### src/rtl/sym_timing_pkg.sv
package sym_timing_pkg;
  localparam int TS_PHASES  = 3;
  localparam int TS_PHASE_W = $clog2(TS_PHASES);

  typedef struct packed {
    logic                  clear;
    logic                  accEn;
    logic                  winEnd;
    logic [TS_PHASE_W-1:0] phase;
  } ts_ctl_t;
endpackage

### src/rtl/sym_timing_datapath.sv
module sym_timing_datapath
  import sym_timing_pkg::*;
#(
  parameter int SAMPLE_W = 8,
  parameter int WIN_SYMS = 64
) (
  input  logic                  clk,
  input  logic                  rstN,
  input  ts_ctl_t               ctl,
  input  logic [SAMPLE_W-1:0]   inI,
  input  logic [SAMPLE_W-1:0]   inQ,
  input  logic [TS_PHASE_W-1:0] curIdx,
  input  logic                  haveIdx,
  output logic [TS_PHASE_W-1:0] winIdx
);
  localparam int SQ_W  = 2 * SAMPLE_W;
  localparam int EN_W  = SQ_W + 1;
  localparam int ACC_W = EN_W + $clog2(WIN_SYMS + 1);

  logic signed [SQ_W-1:0] sqI, sqQ;
  logic [EN_W-1:0]        energy;

  assign sqI    = $signed(inI) * $signed(inI);
  assign sqQ    = $signed(inQ) * $signed(inQ);
  assign energy = EN_W'($unsigned(sqI)) + EN_W'($unsigned(sqQ));

  logic [ACC_W-1:0] acc  [TS_PHASES];
  logic [ACC_W-1:0] snap [TS_PHASES];

  for (genvar g = 0; g < TS_PHASES; g++) begin : g_slot
    logic hit;
    assign hit = (ctl.phase == TS_PHASE_W'(g));

    always_ff @(posedge clk or negedge rstN) begin
      if (!rstN) begin
        acc[g]  <= '0;
        snap[g] <= '0;
      end else if (ctl.clear) begin
        acc[g] <= '0;
      end else if (ctl.accEn) begin
        if (ctl.winEnd) begin
          acc[g]  <= '0;
          snap[g] <= acc[g] + (hit ? ACC_W'(energy) : '0);
        end else if (hit) begin
          acc[g] <= acc[g] + ACC_W'(energy);
        end
      end
    end
  end

  // Argmax: the current index wins ties; otherwise the lowest slot wins.
  always_comb begin
    logic [ACC_W-1:0] best;
    winIdx = haveIdx ? curIdx : '0;
    best   = snap[winIdx];
    for (int m = 0; m < TS_PHASES; m++) begin
      if (snap[m] > best) begin
        best   = snap[m];
        winIdx = TS_PHASE_W'(m);
      end
    end
  end
endmodule

### src/rtl/sym_timing_control.sv
module sym_timing_control
  import sym_timing_pkg::*;
#(
  parameter int WIN_SYMS = 64
) (
  input  logic                  clk,
  input  logic                  rstN,
  input  logic                  burstStart,
  input  logic                  inValid,
  input  logic [TS_PHASE_W-1:0] winIdx,
  output ts_ctl_t               ctl,
  output logic [TS_PHASE_W-1:0] curIdx,
  output logic                  haveIdx,
  output logic                  shortagePulse,
  output logic                  surplusPulse
);
  localparam int SYM_W = $clog2(WIN_SYMS + 1);
  localparam logic [TS_PHASE_W-1:0] LAST_PH = TS_PHASE_W'(TS_PHASES - 1);
  localparam logic [SYM_W-1:0]      LAST_SY = SYM_W'(WIN_SYMS - 1);

  logic [TS_PHASE_W-1:0] phaseCnt;
  logic [SYM_W-1:0]      symCnt;
  logic                  decidePend;
  logic [TS_PHASE_W-1:0] backIdx, fwdIdx;

  assign ctl.clear  = burstStart;
  assign ctl.accEn  = inValid && !burstStart;
  assign ctl.winEnd = ctl.accEn && (phaseCnt == LAST_PH) && (symCnt == LAST_SY);
  assign ctl.phase  = phaseCnt;

  assign backIdx = (curIdx == '0) ? LAST_PH : curIdx - 1'b1;
  assign fwdIdx  = (curIdx == LAST_PH) ? '0 : curIdx + 1'b1;

  always_ff @(posedge clk or negedge rstN) begin
    if (!rstN) begin
      phaseCnt      <= '0;
      symCnt        <= '0;
      decidePend    <= 1'b0;
      curIdx        <= '0;
      haveIdx       <= 1'b0;
      shortagePulse <= 1'b0;
      surplusPulse  <= 1'b0;
    end else if (burstStart) begin
      phaseCnt      <= '0;
      symCnt        <= '0;
      decidePend    <= 1'b0;
      curIdx        <= '0;
      haveIdx       <= 1'b0;
      shortagePulse <= 1'b0;
      surplusPulse  <= 1'b0;
    end else begin
      shortagePulse <= 1'b0;
      surplusPulse  <= 1'b0;
      decidePend    <= ctl.winEnd;
      if (ctl.accEn) begin
        if (phaseCnt == LAST_PH) begin
          phaseCnt <= '0;
          symCnt   <= (symCnt == LAST_SY) ? '0 : symCnt + 1'b1;
        end else begin
          phaseCnt <= phaseCnt + 1'b1;
        end
      end
      if (decidePend) begin
        curIdx  <= winIdx;
        haveIdx <= 1'b1;
        if (haveIdx && winIdx != curIdx) begin
          shortagePulse <= (winIdx == backIdx);
          surplusPulse  <= (winIdx == fwdIdx);
        end
      end
    end
  end
endmodule

### src/rtl/sym_timing_est.sv
module sym_timing_est
  import sym_timing_pkg::*;
#(
  parameter int SAMPLE_W = 8,
  parameter int WIN_SYMS = 64
) (
  input  logic                clk,
  input  logic                rstN,
  input  logic                burstStart,
  input  logic                inValid,
  input  logic [SAMPLE_W-1:0] inI,
  input  logic [SAMPLE_W-1:0] inQ,
  output logic [1:0]          timingIdx,
  output logic                idxValid,
  output logic                shortagePulse,
  output logic                surplusPulse
);
  ts_ctl_t               ctl;
  logic [TS_PHASE_W-1:0] winIdx;
  logic [TS_PHASE_W-1:0] curIdx;
  logic                  haveIdx;

  sym_timing_control #(.WIN_SYMS(WIN_SYMS)) u_ctl (
    .clk(clk), .rstN(rstN), .burstStart(burstStart), .inValid(inValid),
    .winIdx(winIdx), .ctl(ctl), .curIdx(curIdx), .haveIdx(haveIdx),
    .shortagePulse(shortagePulse), .surplusPulse(surplusPulse)
  );

  sym_timing_datapath #(.SAMPLE_W(SAMPLE_W), .WIN_SYMS(WIN_SYMS)) u_dp (
    .clk(clk), .rstN(rstN), .ctl(ctl), .inI(inI), .inQ(inQ),
    .curIdx(curIdx), .haveIdx(haveIdx), .winIdx(winIdx)
  );

  assign timingIdx = 2'(curIdx);
  assign idxValid  = haveIdx;
endmodule

### config.mk
export PLATFORM = sky130hd
export DESIGN_NAME = sym_timing_est
export DESIGN_NICKNAME = d
export VERILOG_FILES = /design/src/rtl/sym_timing_pkg.sv /design/src/rtl/sym_timing_datapath.sv /design/src/rtl/sym_timing_control.sv /design/src/rtl/sym_timing_est.sv
export SDC_FILE = /design/constraint.sdc
export NUM_CORES = 1
export LEC_CHECK = 0
export CORE_ASPECT_RATIO = 0.75
export CORE_UTILIZATION = 58
export DETAILED_ROUTE_END_ITERATION = 7
export DONT_BUFFER_PORTS = 1
export GPL_TIMING_DRIVEN = 0
export HOLD_SLACK_MARGIN = 0.06
export PLACE_DENSITY = 0.74
export SETUP_SLACK_MARGIN = 0.15
export SLEW_MARGIN = 25
export SYNTH_ARGS = -nofsm -noshare
export SYNTH_HDL_FRONTEND = slang
export SYNTH_SLANG_ARGS = --single-unit
### constraint.sdc
create_clock -name clk -period 8.55 [get_ports clk]
set_input_delay 1.71 -clock clk [delete_from_list [all_inputs] [get_ports clk]]
set_output_delay 1.71 -clock clk [all_outputs]
set_load 0.05 [all_outputs]
[After elaboration in Yosys (flattened, before gate mapping)]
Index checks and enable logic that the tools add are counted.
Word-level totals
  flip-flop bits (word level): 159
  input bits: 20
  output and inout bits: 5
Operators by class
  add/sub/neg operators: 11
  $lt $le $gt $ge: 4
  bitwise gates (word level): 2
  reductions and logical operators: 18
  $mul: 2
  equal/unequal tests: 7
  mux-type cells: 44
Operators with widths (count)
  24-bit two-way mux: 16
  24-bit by 17-bit adder with 24-bit output: 3
  24-bit adder: 3
  24-bit greater-than comparator: 3
  17-bit two-way mux: 3
  24-bit binary-select mux with 2-bit select: 1
  8-bit by 8-bit multiplier with 16-bit output: 2
  7-bit two-way mux: 4
  2-bit two-way mux: 11
  16-bit by 16-bit adder with 17-bit output: 1
  1-bit two-way mux: 9
  3-bit nonzero test: 3
  2-bit AND reduction: 4
  7-bit by 1-bit adder with 7-bit output, second input constant: 1
  7-bit by 6-bit == test with 1-bit output, second input constant: 1
  2-bit nonzero test: 3
  2-bit by 1-bit adder with 2-bit output, second input constant: 2
  2-bit == test: 2
  2-bit == test, second input constant: 2
  1-bit logical AND: 4
  2-bit zero test: 2
  3-bit >= comparator, second input constant: 1
  2-bit inverter with 3-bit output: 1
  3-bit AND reduction: 1
  5 further kinds: 5

[Longest topological paths before layout]
Gate-level depths: netlist of the first run.
  depth in word-level cells: 16
  mapped depth: 38
  gate-level depth less buffers: 32

[Cells and area by module]
A second synthesis of the first run with hierarchy kept.
Unflattened totals
  cell total of the unflattened synthesis: 2213
  area total of the unflattened synthesis: 19028.2 sq um
By module, submodules not included
  sym_timing_datapath: times used 1, sequential area each 3603.5 sq um, cells each 2132, area each 18221.2 sq um
  sym_timing_control: times used 1, sequential area each 375.4 sq um, cells each 81, area each 807.0 sq um

[Least setup slack after synthesis of the first run]
No wires, ideal clock.
  path type: input port to flip-flop
  start point: input port inQ[7]
  end point: register u_dp.acc[16] in the netlist's numbering
  slack: 0.375 ns
  cell stages on the path: 27
  data required time: 8.417 ns
  arrival time: 8.042 ns
  setup time: 0.133 ns
  cells stage by stage: clkbuf_1 and2_1 fa_1 fa_1 fa_1 fa_1 ha_1 inv_1 o21bai_1 a21oi_1 nor2b_1 o21a_1 o31a_1 o41ai_1 xnor2_1 ha_1 inv_1 and3_1 and3_1 nor3_1 inv_1 ha_1 and4_1 a221oi_1 nor2b_1 xor2_1 o21ai_0
On the way
  longest elaborated chain between the ends: 7
Ends and longest elaborated chain
  start: declaration: RTL line sym_timing_est.sv:12  | input logic [SAMPLE_W-1:0] inQ,
  8-bit by 8-bit multiplier with 16-bit output: RTL line sym_timing_datapath.sv:24  | assign sqQ = $signed(inQ) * $signed(inQ);
  16-bit by 16-bit adder with 17-bit output: RTL line sym_timing_datapath.sv:25  | assign energy = EN_W'($unsigned(sqI)) + EN_W'($unsigned(sqQ));
  24-bit by 17-bit adder with 24-bit output: RTL line sym_timing_datapath.sv:45  | acc[g] <= acc[g] + ACC_W'(energy);
  24-bit two-way mux: RTL line sym_timing_datapath.sv:44  | end else if (hit) begin
  24-bit two-way mux: RTL line sym_timing_datapath.sv:41  | if (ctl.winEnd) begin
  24-bit two-way mux: RTL line sym_timing_datapath.sv:40  | end else if (ctl.accEn) begin
  24-bit two-way mux: RTL line sym_timing_datapath.sv:38  | end else if (ctl.clear) begin
  end signal: indexed assignment: RTL line sym_timing_datapath.sv:45
  end: declaration: RTL line sym_timing_datapath.sv:27  | logic [ACC_W-1:0] acc [TS_PHASES];
No other way between the ends. The select of a mux whose other input is x is not followed.
A chain may end at the register's enable or synchronous reset.

[Final worst setup path of the first run]
  start point: input port inI[5]
  end point: register u_dp.snap[46] in the netlist's numbering
On the way
  longest elaborated chain between the ends: 4
Ends and longest elaborated chain
  start: declaration: RTL line sym_timing_est.sv:11  | input logic [SAMPLE_W-1:0] inI,
  8-bit by 8-bit multiplier with 16-bit output: RTL line sym_timing_datapath.sv:23  | assign sqI = $signed(inI) * $signed(inI);
  16-bit by 16-bit adder with 17-bit output: RTL line sym_timing_datapath.sv:25
  17-bit two-way mux: RTL line sym_timing_datapath.sv:43  | snap[g] <= acc[g] + (hit ? ACC_W'(energy) : '0);
  24-bit adder: RTL line sym_timing_datapath.sv:43
  end signal: indexed assignment: RTL line sym_timing_datapath.sv:43
  end: declaration: RTL line sym_timing_datapath.sv:28  | logic [ACC_W-1:0] snap [TS_PHASES];
No other way between the ends.

==> impl_results.md, run 1 <==
* Status: finished clean
* Hold path startpoint: u_ctl.symCnt[0]$_DFFE_PN0P_
* Initial Utilization at 58.8%
* Antenna viol nets, final at 0
* FF+latch area at 3990 um2
* # clock sinks at 159
* Final setup viols at 0
* Filler cell count at 2703
* CP required at 8.84 ns
* First-pass GRT wire length at 87800 um
* Grt ovf at 0
* Final Slew Violations at 0
* Die area at 33500 um2
* Mapped cell area at 19000 um2
* WS Path Type: in -> reg
* Top FF cell, synth: dfrtp_1
* Ports at 25
* Die Height at 159 um
* Bufs on Longest Clock Path at 2
* Crit start category: input port
* Pre-CTS setup slack at -1.54 ns
* Setup Total Neg Slack at 0 ns
* Vias per std cell at 6.23
* Synth Register Bits at 159
* Setup ws final at 0.326 ns
* Final hold violations at 0
* CTS Hold Bufs at 0
* Slowest stage delay, CP at 0.56 ns
* CP arrival at 8.51 ns
* R2r worst-path depth at 35
* H-tree depth at 4
* Gr usage total at 33.4%
* Clock slew at reported path FFs at 0.07 ns
* CP max-delay cell: fa_1
* Cell Rows at 57
* CTS Buf Count at 17
* CTS tree: yes
* Largest net degree at the start of global routing at 160
* Buf/Inv on CP at 4
* DR WL/cell at 20.2 um
* DR iter-0 viols at 1955
* R2R Path End: u_ctl.surplusPulse$_DFF_PN0_
* DRC errors left at 0
* Routability Congestion at 0.974
* Layout cells sized above 1 at 9.62%
* Async SR Flop Fraction at 100%
* Cell count after synthesis at 2250
* Final wirelength at 55300 um
* Reg2Reg Launch Point: u_ctl.haveIdx$_DFFE_PN0P_
* Hold path cells at 1
* I/O Buffers at 0
* Multi-input logic area at 14500 um2
* Register area share after synthesis at 20.9%
* Core Region at 32300 um2
* Via count at 17083
* Syn-to-layout area delta at 10.6%
* RSZ-0062 raised after global routing: false
* Root Driver: clkbuf_16
* Vias in the first global route at 16159
* Mapped Nets at 2613
* Total Nets Final at 2648
* Clk_skew at 0.00695 ns
* Crit-path leading delay family: adder cells
* Yosys warns at 0
* Slew @ Worst Pin at 1.14 ns
* Post-Syn Area per Cell at 8.45 um2
* CP Max Fanout at 9
* Drt first pass iters at 6
* Finished Layout Cells at 2740
* Critical Path End Type: flop
* DP Wirelength at 43500 um
* Clk_lat worst skew at 0.45 ns
* Fmax achieved at 122 MHz
* Final critical-path share of the clock period at 96.2%
* Hold Path Sink: u_ctl.symCnt[0]$_DFFE_PN0P_
* Type of the most critical hold path: reg -> reg
* Number of flops mapped to enable cells by yosys at 0
* Die Wd at 211 um
* Max-Cap Viols at 0
* Top cell by count, worst path: fa_1
* Synth cell types at 78
* Initial antenna violation count at 2
* Relative slew slack at 24.2%
* Fin crit period at 8.22 ns
* FF-to-FF setup slack at 0.36 ns
* Placed insts at 2692
## Yosys cell counts, types with 9 or more instances
cell type	number	area, um2
dfrtp_1	159	3980
fa_1	100	2000
a22oi_1	23	173
and2_1	51	319
clkbuf_1	63	236
a22o_1	32	280
nor2b_1	28	175
inv_1	212	796
buf_1	9	33.8
nand3_1	45	225
a211oi_1	15	113
o21ai_2	11	96.3
nand2b_1	29	181
o211ai_1	15	113
xor2_1	57	499
a31oi_1	11	68.8
nor3_1	44	220
a21o_1	36	270
o21ai_0	143	716
and3_1	21	131
xnor2_1	101	885
nand2_1	227	852
o31ai_1	18	135
mux2_2	24	270
o21ai_1	12	60.1
o21bai_1	24	180
or3_1	21	131
nor2_1	154	578
a221oi_1	22	193
a21oi_1	127	636
o21a_1	13	97.6
nand4_1	18	113
ha_1	243	3040
## repair_timing
| action | CTS | global route |
|---|---|---|
| resized for setup | 63 | 117 |
| setup buffers | 2 | 15 |
| pin swaps | 4 | 31 |
| endpoints found under the setup margin | 46 | 58 |
## worst max-delay path by stage
| stage | from | endpoint | slack [ns] | depth (start not counted) |
|---|---|---|---|---|
| 2_1_floorplan | inQ[7] | u_dp.acc[16]$_DFFE_PN0P_ | 0.38 | 27 |
| 3_3_place_gp | u_ctl.curIdx[1]$_DFFE_PN0P_ | u_ctl.shortagePulse$_DFF_PN0_ | -1.53 | 36 |
| 3_5_place_dp | u_ctl.curIdx[1]$_DFFE_PN0P_ | u_ctl.surplusPulse$_DFF_PN0_ | -1.54 | 36 |
| 4_1_cts | inI[2] | u_dp.acc[23]$_DFFE_PN0P_ | 0.13 | 27 |
| 5_1_grt | inI[5] | u_dp.acc[16]$_DFFE_PN0P_ | 0.08 | 30 |
| 6_report | inI[5] | u_dp.snap[46]$_DFFE_PN0P_ | 0.33 | 30 |
## per-layer routing
layer / vias to the layer above / GRT usage [%] / part of all wire (%)
met2: 699 / 46.1 / 41
met1: 8338 / 53.5 / 49
li1: 7988 / - / -
met4: 0 / 7.35 / 1.5
met5: - / 0 / 0
met3: 58 / 5.62 / 8.8
## layout by cell type, fill, tap and decap left out, types with 21 or more instances in the layout
cell      synthesis  final
and3_1           21     21
clkbuf_1         63     46
mux2_2           24     24
xor2_1           57     54
o21bai_1         24     23
dfrtp_1         159    156
nor2_1          154    152
a21o_1           36     36
a22oi_1          23     22
a21oi_1         127    118
and2_1           51     49
nand3_1          45     44
o21ai_0         143    138
xnor2_1         101     95
nor2b_1          28     28
fa_1            100    100
ha_1            243    231
buf_4             0     24
nand2b_1         29     29
inv_1           212    211
a22o_1           32     32
nor3_1           44     39
or3_1            21     21
nand2_1         227    226
## worst reg2reg max path, delay by kind of cell (launching register included)
kind,cells,cell delay (ns)
AO/OA/AOI/OAI,16,3.35
AND/OR/NAND/NOR,10,2.07
buffers and inverters,5,1.06
adder cells (fa/ha/maj),3,0.80
flip-flops,1,0.54
multiplexers,1,0.35
## flip-flops by register name (all words and copies together), names as in the netlist
signal	cells
u_ctl.curIdx	2
u_ctl.haveIdx	1
u_ctl.shortagePulse	1
u_ctl.symCnt	7
u_dp.snap	72
u_ctl.surplusPulse	1
u_dp.acc	72
u_ctl.decidePend	1
u_ctl.phaseCnt	2
## cells by family after synthesis
| kind of cell | Yosys count | share of synthesized area (%) |
|---|---|---|
| multiplexers | 30 | 1.74 |
| adder cells (fa/ha/maj) | 343 | 26.5 |
| XOR/XNOR | 158 | 7.28 |
| buffers and inverters | 296 | 6.08 |
| flip-flops | 159 | 20.9 |
| AND/OR/NAND/NOR | 681 | 17.1 |
| AO/OA/AOI/OAI | 583 | 20.3 |
## area by class of cell
type | instances | area share [%]
antenna | 1 | 0.0119
buffer | 82 | 2.11
clock buffer | 21 | 2.19
clock inverter | 10 | 0.768
inverter | 213 | 3.82
multi-input combinational | 1795 | 68.9
sequential | 159 | 19.0
tap | 442 | 2.63
timing repair buffer | 17 | 0.595
## stage by stage
step / cell area [um2] / utilization, % / hold slack [ns]
floorplan: 19000 / - / 0.470
global placement: 19600 / 60.5 / 0.488
detailed placement: 19600 / 60.5 / 0.511
CTS: 20400 / 63.2 / 0.518
global route: 21000 / 65.0 / 0.554
finish: 21000 / 65.0 / 0.512
Power of run 1 is not shown: default switching activity piles up to over one toggle a cycle in this logic, so the estimate is an artifact.
==> inputs of run 2 (changes only) <==
--- a/config.mk
+++ b/config.mk
@@ -10,7 +10,7 @@
 export DETAILED_ROUTE_END_ITERATION = 7
 export DONT_BUFFER_PORTS = 1
 export GPL_TIMING_DRIVEN = 0
-export HOLD_SLACK_MARGIN = 0.06
+export HOLD_SLACK_MARGIN = 0.05
 export PLACE_DENSITY = 0.74
 export SETUP_SLACK_MARGIN = 0.15
 export SLEW_MARGIN = 25
==> constraint.sdc (replaced) <==
create_clock -name clk -period 8.55 [get_ports clk]
set_input_delay 1.2825 -clock clk [delete_from_list [all_inputs] [get_ports clk]]
set_output_delay 1.2825 -clock clk [all_outputs]
set_load 0.05 [all_outputs]
==> impl_results.md, run 2 (synthesized netlist as in run 1, its figures left out) <==
* Die Height at 159 um (unchanged)
* Gr usage total at 33.3% (was 33.4%)
* Via count at 16915 (was 17083)
* Final hold slack at 0.515 ns (was 0.512 ns)
* Slowest stage delay, CP at 0.60 ns (was 0.56 ns)
* Status: finished clean (unchanged)
* Ports at 25 (unchanged)
* H-tree depth at 4 (unchanged)
* Final Slew Violations at 0 (unchanged)
* Vias per std cell at 6.20 (was 6.23)
* Die area at 33500 um2 (unchanged)
* Final critical-path share of the clock period at 96.2% (about the same)
* DP Wirelength at 43500 um (unchanged)
* Final wirelength at 54300 um (was 55300 um)
* Fin crit period at 8.23 ns (was 8.22 ns)
* DRC errors left at 0 (unchanged)
* Critical Path End Type: flop (unchanged)
* Crit path from: u_ctl.haveIdx$_DFFE_PN0P_ (was inI[5])
* Type of the most critical hold path: reg -> reg (unchanged)
* Total Nets Final at 2636 (was 2648)
* WS Path Type: reg -> reg (was in -> reg)
* CTS Hold Bufs at 0 (unchanged)
* Crit start category: flop (was input port)
* CP arrival at 8.60 ns (was 8.51 ns)
* Root Driver: clkbuf_16 (unchanged)
* Finished Layout Cells at 2727 (was 2740)
* Most common cell after layout, fill and taps aside: ha_1 (unchanged)
* CP Max Fanout at 10 (was 9)
* Slew @ Worst Pin at 1.12 ns (was 1.14 ns)
* Die Wd at 211 um (unchanged)
* Biggest regs: u_dp.acc (72), u_dp.snap (72), u_ctl.symCnt (7) (unchanged)
* Core Region at 32300 um2 (unchanged)
* Grt ovf at 0 (unchanged)
* RSZ-0062 raised after global routing: true (was false)
* Bufs on Longest Clock Path at 2 (unchanged)
* Diodes inserted at 0 (was 1)
* Reg2Reg Launch Point: u_ctl.haveIdx$_DFFE_PN0P_ (unchanged)
* Vias in the first global route at 16083 (was 16159)
* Drt first pass iters at 8 (was 6)
* Initial Utilization at 58.8% (unchanged)
* Hold path startpoint: u_ctl.symCnt[0]$_DFFE_PN0P_ (unchanged)
* CTS Buf Count at 17 (unchanged)
* Syn-to-layout area delta at 7.97% (was 10.6%)
* Clock slew at reported path FFs at 0.07 ns (about the same)
* Setup Total Neg Slack at 0 ns (unchanged)
* Antenna viol nets, final at 0 (unchanged)
* DR iter-0 viols at 1882 (was 1955)
* # clock sinks at 159 (unchanged)
* Most frequent cells in the layout: 243 x ha_1, 227 x nand2_1, 212 x inv_1 (was 231 x ha_1, 226 x nand2_1, 211 x inv_1)
* Cell Rows at 57 (unchanged)
* Fmax achieved at 122 MHz (about the same)
* First-pass GRT wire length at 87300 um (was 87800 um)
* CP required at 8.93 ns (was 8.84 ns)
* Final hold violations at 0 (unchanged)
* Clk_skew at 0.0103 ns (was 0.00695 ns)
* CP max-delay cell: or4_4 (was fa_1)
* Layout cells sized above 1 at 6.78% (was 9.62%)
* Initial antenna violation count at 2 (unchanged)
* CTS tree: yes (unchanged)
* Placed insts at 2692 (unchanged)
* Clk_lat worst skew at 0.46 ns (was 0.45 ns)
* Largest net degree at the start of global routing at 160 (unchanged)
* Final setup viols at 0 (unchanged)
* Top cell by count, worst path: ha_1 (was fa_1)
* DR WL/cell at 19.9 um (was 20.2 um)
* Max-Cap Viols at 0 (unchanged)
* I/O Buffers at 0 (unchanged)
* Relative slew slack at 25.7% (was 24.2%)
* Routability Congestion at 0.974 (unchanged)
## run 2: layout make-up
cell class | instances | area, um2
multi-input combinational | 1795 | 14100
fill | 2785 | 11800
sequential | 159 | 3990
inverter | 213 | 800
tap | 442 | 553
clock buffer | 21 | 460
buffer | 82 | 429
clock inverter | 10 | 161
timing repair buffer | 5 | 35.0
## run 2: final timing paths
check / end / slack [ns] / cells past startpoint
max: u_ctl.surplusPulse$_DFF_PN0_ / 0.32 / 33
min reg2reg: u_ctl.symCnt[0]$_DFFE_PN0P_ / 0.51 / 1
max in group asynchronous: u_dp.snap[46]$_DFFE_PN0P_ / 7.71 / 0
min in group asynchronous: u_ctl.symCnt[3]$_DFFE_PN0P_ / 0.52 / 0
max reg2reg: u_ctl.surplusPulse$_DFF_PN0_ / 0.32 / 33
min: u_ctl.symCnt[0]$_DFFE_PN0P_ / 0.51 / 1
## run 2: what timing repair did
action,4_1_cts,5_1_grt
cloned,0,0
pin swaps,1,7
gates resized for setup,38,65
setup buffers,1,4
setup endpoints to repair,14,44
## run 2: through the flow
step           instance area [um2]  util, %  worst slack (ns)
3_5_place_dp                 19600     60.5             -1.54
4_1_cts                      20300     62.8             0.192
3_3_place_gp                 19600     60.5             -1.53
2_1_floorplan                19000        -             0.803
6_report                     20500     63.5             0.324
5_1_grt                      20500     63.5             0.108
## run 2: metal layers
metal  GRT usage [%]  up-vias  share of wire [%]
li1                -     7938                  -
met1            53.3     8224                 49
met2            45.8      695                 40
met3            5.70       58                8.9
met4            7.15        0                1.5
met5               0        -                  0
## run 2: worst max-delay path, delay by kind of cell (launching register included)
| family | cells | cell delay [ns] |
|---|---|---|
| compound gates | 15 | 3.28 |
| flops | 1 | 0.58 |
| fa+ha+maj | 3 | 0.79 |
| simple gates | 8 | 1.73 |
| mux | 1 | 0.35 |
| buf+inv | 6 | 1.38 |
Power of run 2 is left out for the same reason.
